## src/rtl/pxu_pkg.sv

```systemverilog
package pxu_pkg;
  localparam int WORD_W = 32;
  localparam int PIX_W  = 24;

  typedef enum logic [1:0] {
    WL_16B  = 2'd0,
    WL_RES1 = 2'd1,
    WL_RES2 = 2'd2,
    WL_32B  = 2'd3
  } wlen_e;

  typedef enum logic [1:0] {
    BW_16 = 2'd0,
    BW_8  = 2'd1,
    BW_18 = 2'd2,
    BW_24 = 2'd3
  } bwid_e;

  // number of output beats carried by one input word
  function automatic logic [2:0] beats_for(logic [1:0] wl, logic [1:0] bw);
    if (wl == WL_16B) return (bw == BW_8) ? 3'd4 : 3'd2;
    if (wl == WL_32B) return 3'd1;
    return 3'd0;
  endfunction

  function automatic logic cfg_bad(logic [1:0] wl, logic [1:0] bw);
    return (wl == WL_RES1) || (wl == WL_RES2) || (wl == WL_32B && bw == BW_8);
  endfunction

  // lines driven for a bus width code
  function automatic logic [PIX_W-1:0] lane_mask(logic [1:0] bw);
    logic [PIX_W-1:0] m;
    case (bw)
      BW_8:    m = {{(PIX_W-8){1'b0}},  {8{1'b1}}};
      BW_16:   m = {{(PIX_W-16){1'b0}}, {16{1'b1}}};
      BW_18:   m = {{(PIX_W-18){1'b0}}, {18{1'b1}}};
      default: m = {PIX_W{1'b1}};
    endcase
    return m;
  endfunction

  // keep the six low bits of each 8-bit colour component
  function automatic logic [PIX_W-1:0] trim666(logic [23:0] rgb);
    logic [PIX_W-1:0] r;
    r = '0;
    r[17:0] = {rgb[21:16], rgb[13:8], rgb[5:0]};
    return r;
  endfunction
endpackage

```

## src/rtl/pxu_cfg_check.sv

```systemverilog
module pxu_cfg_check
  import pxu_pkg::*;
(
  input  logic [1:0] word_len,
  input  logic [1:0] bus_width,
  output logic       cfg_err,
  output logic [2:0] beats
);
  always_comb begin
    cfg_err = cfg_bad(word_len, bus_width);
    beats   = beats_for(word_len, bus_width);
  end
endmodule

```

## src/rtl/pxu_word_hold.sv

```systemverilog
module pxu_word_hold #(
  parameter int WORD_W = 32,
  parameter int BEAT_W = 2
) (
  input  logic              clk,
  input  logic              rst_n,
  input  logic              in_valid,
  input  logic [WORD_W-1:0] in_data,
  output logic              in_ready,
  input  logic              cfg_err,
  input  logic [2:0]        beats,
  input  logic              take,
  output logic [WORD_W-1:0] word_q,
  output logic [BEAT_W-1:0] beat_idx,
  output logic              have_word,
  output logic              last_beat
);
  logic accept;

  assign in_ready  = !have_word && !cfg_err;
  assign accept    = in_valid && in_ready;
  assign last_beat = ({{(3-BEAT_W){1'b0}}, beat_idx} == (beats - 3'd1));

  always_ff @(posedge clk) begin
    if (!rst_n) begin
      word_q    <= '0;
      beat_idx  <= '0;
      have_word <= 1'b0;
    end else if (accept) begin
      word_q    <= in_data;
      beat_idx  <= '0;
      have_word <= 1'b1;
    end else if (take) begin
      if (last_beat) begin
        have_word <= 1'b0;
        beat_idx  <= '0;
      end else begin
        beat_idx  <= beat_idx + 1'b1;
      end
    end
  end

  assert_accept_loads_R8: assert property (@(posedge clk) disable iff (!rst_n)
    (in_valid && in_ready) |=> (have_word && beat_idx == '0));

  assert_hold_while_busy_R8: assert property (@(posedge clk) disable iff (!rst_n)
    (have_word && !take) |=> (have_word && $stable(word_q) && $stable(beat_idx)));
endmodule

```

## src/rtl/pxu_pixel_fmt.sv

```systemverilog
module pxu_pixel_fmt
  import pxu_pkg::*;
#(
  parameter int WORD_W = 32,
  parameter int PIX_W  = 24,
  parameter int BEAT_W = 2
) (
  input  logic [WORD_W-1:0] word,
  input  logic [BEAT_W-1:0] beat_idx,
  input  logic [1:0]        word_len,
  input  logic [1:0]        bus_width,
  input  logic              map18,
  output logic [PIX_W-1:0]  pix
);
  localparam int NBYTES = WORD_W / 8;
  localparam int NHALF  = WORD_W / 16;

  logic [7:0]       byte_lane [NBYTES];
  logic [15:0]      half_lane [NHALF];
  logic [PIX_W-1:0] raw;

  for (genvar g = 0; g < NBYTES; g++) begin : g_byte
    assign byte_lane[g] = word[8*g +: 8];
  end
  for (genvar h = 0; h < NHALF; h++) begin : g_half
    assign half_lane[h] = word[16*h +: 16];
  end

  always_comb begin
    raw = '0;
    case (word_len)
      WL_16B: begin
        if (bus_width == BW_8) raw[7:0]  = byte_lane[beat_idx];
        else                   raw[15:0] = half_lane[beat_idx[0]];
      end
      WL_32B: begin
        if (map18) raw = trim666(word[23:0]);
        else       raw = word[23:0];
      end
      default: raw = '0;
    endcase
    pix = raw & lane_mask(bus_width);
  end
endmodule

```

## src/rtl/pixel_unpacker.sv

```systemverilog
module pixel_unpacker
  import pxu_pkg::*;
#(
  parameter int WORD_W = pxu_pkg::WORD_W,
  parameter int PIX_W  = pxu_pkg::PIX_W
) (
  input  logic              clk,
  input  logic              rst_n,
  input  logic [1:0]        cfg_word_len,
  input  logic [1:0]        cfg_bus_width,
  input  logic              cfg_map18,
  input  logic              in_valid,
  output logic              in_ready,
  input  logic [WORD_W-1:0] in_data,
  input  logic              pix_en,
  output logic              pix_strobe,
  output logic [PIX_W-1:0]  pix_out,
  output logic              cfg_err
);
  localparam int BEAT_W = $clog2(WORD_W / 8);

  logic [2:0]        beats;
  logic [WORD_W-1:0] word_q;
  logic [BEAT_W-1:0] beat_idx;
  logic              have_word;
  logic              last_beat;
  logic              take;
  logic [PIX_W-1:0]  pix_next;

  pxu_cfg_check u_cfg (
    .word_len (cfg_word_len),
    .bus_width(cfg_bus_width),
    .cfg_err  (cfg_err),
    .beats    (beats)
  );

  assign take = pix_en && have_word && !cfg_err;

  pxu_word_hold #(.WORD_W(WORD_W), .BEAT_W(BEAT_W)) u_hold (
    .clk      (clk),
    .rst_n    (rst_n),
    .in_valid (in_valid),
    .in_data  (in_data),
    .in_ready (in_ready),
    .cfg_err  (cfg_err),
    .beats    (beats),
    .take     (take),
    .word_q   (word_q),
    .beat_idx (beat_idx),
    .have_word(have_word),
    .last_beat(last_beat)
  );

  pxu_pixel_fmt #(.WORD_W(WORD_W), .PIX_W(PIX_W), .BEAT_W(BEAT_W)) u_fmt (
    .word     (word_q),
    .beat_idx (beat_idx),
    .word_len (cfg_word_len),
    .bus_width(cfg_bus_width),
    .map18    (cfg_map18),
    .pix      (pix_next)
  );

  always_ff @(posedge clk) begin
    if (!rst_n) begin
      pix_strobe <= 1'b0;
      pix_out    <= '0;
    end else begin
      pix_strobe <= take;
      if (take) pix_out <= pix_next;
    end
  end

  assert_strobe_needs_en_R9: assert property (@(posedge clk) disable iff (!rst_n)
    pix_strobe |-> $past(pix_en));

  assert_out_stable_R9: assert property (@(posedge clk) disable iff (!rst_n)
    !pix_strobe |-> $stable(pix_out));

  assert_no_strobe_on_err_R7: assert property (@(posedge clk) disable iff (!rst_n)
    cfg_err |=> !pix_strobe);

  assert_upper_zero_R6: assert property (@(posedge clk) disable iff (!rst_n)
    (pix_strobe && $past(cfg_bus_width) == BW_16) |-> (pix_out[PIX_W-1:16] == '0));

  assert_trim_width_R5: assert property (@(posedge clk) disable iff (!rst_n)
    (pix_strobe && $past(cfg_map18) && $past(cfg_word_len) == WL_32B)
      |-> (pix_out[PIX_W-1:18] == '0));
endmodule

```

## config.mk

```make
export PLATFORM = sky130hd
export DESIGN_NAME = pixel_unpacker
export DESIGN_NICKNAME = d
export VERILOG_FILES = /design/src/rtl/pxu_pkg.sv /design/src/rtl/pxu_cfg_check.sv /design/src/rtl/pxu_word_hold.sv /design/src/rtl/pxu_pixel_fmt.sv /design/src/rtl/pixel_unpacker.sv
export SDC_FILE = /design/constraint.sdc
export NUM_CORES = 1
export LEC_CHECK = 0
export BUFFER_PORTS_ARGS = -buffer_cell sky130_fd_sc_hd__buf_2
export CAP_MARGIN = 20
export CORE_MARGIN = 5
export CORE_UTILIZATION = 54
export CTS_BUF_LIST = sky130_fd_sc_hd__clkbuf_16
export DETAILED_ROUTE_END_ITERATION = 6
export PLACE_DENSITY = 0.85
export SYNTH_ARGS = -nofsm -noshare
export SYNTH_HDL_FRONTEND = slang
export SYNTH_SLANG_ARGS = --single-unit
```

## constraint.sdc

```tcl
create_clock -name clk -period 2 [get_ports clk]
set_input_delay 0 -clock clk [delete_from_list [all_inputs] [get_ports clk]]
set_output_delay 0 -clock clk [all_outputs]
set_load 0.03 [all_outputs]
```

==> metrics.cfg, run 1 <==
[status]
outcome = finished clean

[sta]
final-max-slew-violation-count = 0
period_share_pct = 84.7
relSlewSlack_pct = 44.5
skew_ps = 8.29
hold_viol_final = 0
post-route-min-period_ps = 1690
worst_slew_pin_slew_ps = 832
holdWs_ps = 116
fin_setup_tns_ps = 0
report.final.setup_viol = 0
rsz0062_at_grt = false
max_freq_mhz = 590

[floorplan]
start_util_pct = 56.1
rows = 27
ioPinCount = 68
die-area_mm2 = 0.00737
die_w_um = 85.9
die_y_um = 85.9
core_region_area_mm2 = 0.00554

[finish]
multi_input_area_mm2 = 0.00169
post_route_cells_drive_above_1_share_pct = 26.1
layout_common_cells = nand2_1 (77), buf_2 (67), dfxtp_1 (60), dlygate4sd3_1 (32), a21boi_1 (27)
area_growth_pct = 28.5
filler_cell_count = 411
diodes = 0
final_common_cell = nand2_1
fin_util_pct = 72.1
layout.area.seq_mm2 = 0.00120
final_nets = 475

[critical_path]
crit_fanout = 23
worstPathRequired_ps = 2240
critical_path_class = register to register
startpoint_type = register
worstPathArrival_ps = 1940
cp-end-kind = register

[detailed_routing]
via_count = 3005
wl_per_cell_um = 17.9
vias_per_cell = 5.92
finalWirelength_um = 9110
ant_nets = 0
drc = 0
drtIter0Drc = 303
drt_first_pass_iters = 6

[synthesis]
synth_compound_area_share_pct = 22.4
ys_types = 45
synth_top_family_by_area = compound AO/OA/AOI/OAI gates
ys.flop_type = dfxtp_1
yosysSeqAreaShare_pct = 38.6
synthSimpleGateAreaFrac_pct = 18.0
synthXorXnorAreaFrac_pct = 0.845
synthesis.nets = 389
synth_area_per_cell_um2 = 8.98
synthMuxAreaShare_pct = 12.4
synth-async-reset-ratio_pct = 0
synth_warnings = 0
netlist_instances = 346
synth_edf_count = 0
synth-seq-cells = 60
syn_area_mm2 = 0.00311
synthAdderAreaFrac_pct = 0.805

[grt]
track_usage_pct = 25.4
grt_max_degree = 61
grt-ovfl-total = 0
antenna_found_initial = 0
grt_pass1_wl_um = 14500
grt_pass1_vias = 2966

[clock_tree]
cts_resized = 0
cts.clk_slew.worst_paths_ps = 60
worstSkewPairLatency_ps = 330
cts_root_buffer = clkbuf_16
clock_path_buffers = 2
clkSinkCount = 60
cts_tree = done
htreeDepth = 3
cts_made_buffers = 9

[hold_path]
hold_class = input pin to register

[pwr]
p_per_area_mw_per_mm2 = 799
finalPower_uw = 3190
p_leak_uw = 0.00160
vdd_drop_max_mv = 0.643

[placement]
io_buffer_count = 67
gp_congestion = 0.988
hpwl_um = 5670

[job]
cap_violations = 0

==> cells by family after synthesis <==
| group | Yosys count |
|---|---|
| xor+xnor | 3 |
| flops | 60 |
| simple gates | 118 |
| mux | 36 |
| compound gates | 93 |
| buf+inv | 34 |
| fa+ha+maj | 2 |
==> cell usage after synthesis (8+ instances only) <==
cell type / instances / area [um^2]
mux2i_1: 16 / 160
dfxtp_1: 60 / 1200
clkbuf_1: 8 / 30.0
a22oi_1: 8 / 60.1
a21oi_1: 8 / 40.0
and2_1: 9 / 56.3
o2bb2ai_1: 8 / 70.1
nand2_1: 77 / 289
mux2_2: 20 / 225
a21boi_1: 27 / 203
a21boi_0: 14 / 105
==> where the power goes <==
part           switching, uW  total, uW  internal [uW]
logic                    221        414            193
clock network            528       1470            943
registers               58.0       1300           1250
total                    807       3190           2380
==> path summary, 6_finish.rpt <==
check	startpoint	endpoint	slack [ps]	depth (start not counted)
max	u_hold.have_word	pix_out[4]	310	5
min	cfg_bus_width[1]	pix_out[16]	120	3
max reg2reg	u_hold.have_word	pix_out[4]	310	5
min reg2reg	pix_out[20]	pix_out[20]	460	2
==> stage by stage <==
step / cell area, um^2 / worst slack [ps] / instances
after global placement: 3390 / 318 / 461
after global routing: 3990 / 157 / 508
after floorplan: 3110 / 586 / 346
after detailed placement: 3390 / 204 / 461
after CTS: 3990 / 315 / 508
final: 3990 / 306 / 508
==> layer usage <==
layer / vias up / track usage, % / routed length, um
li1: 1395 / - / -
met1: 1404 / 28.8 / 3500
met2: 167 / 43.1 / 4510
met3: 39 / 7.30 / 741
met4: 0 / 12.8 / 360
met5: - / 0 / 0
==> flip-flops by register name, summed over array words and instances (netlist names) <==
name	cells
u_hold.have_word	1
u_hold.beat_idx	2
pix_strobe	1
pix_out	24
u_hold.word_q	32
==> critical path, stage by stage, from the launching register on <==
cell     delay, ps
dfxtp_1        410
and3b_1        330
and2_1         170
buf_4          250
o21ai_0        180
a21oi_1        260
==> repair_timing <==
item | in CTS | in global routing
setup buffers | 0 | 0
setup endpoints to repair | 0 | 0
hold buffers | 32 | 0
endpoints found under the hold margin | 32 | 0
==> final cells by class <==
type	instances	area share (%)
inverters	4	0.376
repair buffers	105	17.9
well taps	72	2.26
multi-input cells	252	42.4
clock buffers	9	5.64
clock inverters	6	1.41
flip-flops and latches	60	30.1
(Power assumes the default switching activity.)
==> run 2, diff against run 1 <==
CORE_UTILIZATION = 49   (was 54)
PLACE_DENSITY = 0.82   (was 0.85)
clock period = 1.42 ns   (was 2 ns; I/O delays follow)
==> metrics.cfg, run 2 (synthesized netlist as in run 1, its figures left out) <==
[status]
outcome = finished, violations left
violations = negative setup slack

[pwr]
p_leak_uw = 0.00169
p_per_area_mw_per_mm2 = 1040
finalPower_uw = 4380
vdd_drop_max_mv = 0.843

[finish]
post_route_cells_drive_above_1_share_pct = 30.5
top_register = u_hold.word_q
largest_register_ffs = 32
area_growth_pct = 35.1
filler_cell_count = 490
final_nets = 487
final_common_cell = nand2_1
multi_input_area_mm2 = 0.00173
layout.area.seq_mm2 = 0.00121
diodes = 0
reg_top3 = u_hold.word_q (32), pix_out (24), u_hold.beat_idx (2)
layout_common_cells = nand2_1 (76), buf_2 (67), dfxtp_1 (58), dlygate4sd3_1 (32), a21boi_1 (29)

[sta]
skew_ps = 6.69
worst_slew_pin_slew_ps = 378
hold_viol_final = 0
report.final.setup_viol = 2
final-max-slew-violation-count = 0
max_freq_mhz = 684
period_share_pct = 103
rsz0062_at_grt = true
fin_setup_tns_ps = -58.4
relSlewSlack_pct = 74.8
finalWorstSetupSlack_ps = -42.1
post-route-min-period_ps = 1460

[placement]
gp_congestion = 0.890
hpwl_um = 5960
place_ws_ps = -90.4
io_buffer_count = 67

[grt]
grt-ovfl-total = 0
track_usage_pct = 24.2
grt_pass1_vias = 3043
antenna_found_initial = 0
grt_max_degree = 41
grt_pass1_wl_um = 14600

[critical_path]
r2r-start = u_hold.beat_idx[0]
r2r_end = pix_out[5]
crit_fanout = 5
worstPathArrival_ps = 1660
reg2reg_slack_ps = -40
cp-endpoint = pix_out[5]
critical_path_class = register to register
worstPathRequired_ps = 1620
cp-end-kind = register
reg2reg_depth = 5
startpoint_type = register
critPathLaunch = u_hold.beat_idx[0]

[detailed_routing]
wl_per_cell_um = 17.8
ant_nets = 0
drtIter0Drc = 384
drc = 0
drt_first_pass_iters = 5
finalWirelength_um = 9380
vias_per_cell = 5.78
via_count = 3039

[hold_path]
hold_class = input pin to register

[floorplan]
rows = 29
die-area_mm2 = 0.00804
die_w_um = 89.6
start_util_pct = 49.5
die_y_um = 89.6
core_region_area_mm2 = 0.00628
ioPinCount = 68

[clock_tree]
cts_made_buffers = 9
cts.clk_slew.worst_paths_ps = 50
cts_root_buffer = clkbuf_16
htreeDepth = 3
worstSkewPairLatency_ps = 330
clock_path_buffers = 2
clkSinkCount = 60
cts_tree = done

[job]
cap_violations = 0

## run 2: per-layer routing
layer  wire length, um  global-route usage (%)
met5                 0                   0.649
met4               557                    16.6
met3               736                    5.75
met2              4590                    41.2
met1              3500                    26.3
## run 2: cell type report
| class | count | share of cell area, % |
|---|---|---|
| inverters | 4 | 0.358 |
| well taps | 77 | 2.30 |
| repair buffers | 117 | 21.2 |
| clock inverters | 7 | 0.835 |
| multi-input cells | 252 | 41.2 |
| flip-flops and latches | 60 | 28.8 |
| clock buffers | 9 | 5.37 |
## run 2: repair_timing
item                                    4_1_cts  5_1_grt
endpoints found under the setup margin       10       17
setup buffers                                 0        0
hold buffers                                 32        0
resized for setup                             5       12
hold endpoints to repair                     32        0
gates cloned                                  1        0
pin swaps                                     2        1
## run 2: how the worst min path moves through the flow
stage               cells past startpoint              from                 to
CTS                                     3  cfg_bus_width[1]        pix_out[17]
floorplan                               2       in_data[24]  u_hold.word_q[24]
global placement                        3        in_data[4]   u_hold.word_q[4]
global route                            3  cfg_bus_width[1]        pix_out[17]
finish                                  3  cfg_bus_width[1]        pix_out[17]
detailed placement                      3       in_data[26]  u_hold.word_q[26]
## run 2: critical path: stages (launching register included)
cell	delay [ps]
dfxtp_4	400
buf_6	140
mux2i_1	200
o22ai_1	90
a222oi_1	400
a21oi_1	120
## run 2: power breakdown
group | total [uW] | leakage, uW | internal [uW] | switching [uW]
Sequential | 1840 | 0.000489 | 1750 | 85.5
Combinational | 651 | 0.00107 | 320 | 330
Clock | 1890 | 0.000134 | 1150 | 741
## run 2: stage by stage
step | instances | hold slack, ps | area, um^2 | util, %
after global routing | 526 | 89.3 | 4200 | 66.9
final | 526 | 53.3 | 4200 | 66.9
after global placement | 477 | 240 | 3540 | 56.4
after floorplan | 346 | 135 | 3110 | -
after detailed placement | 477 | 248 | 3540 | 56.4
after CTS | 526 | 34.0 | 4160 | 66.3
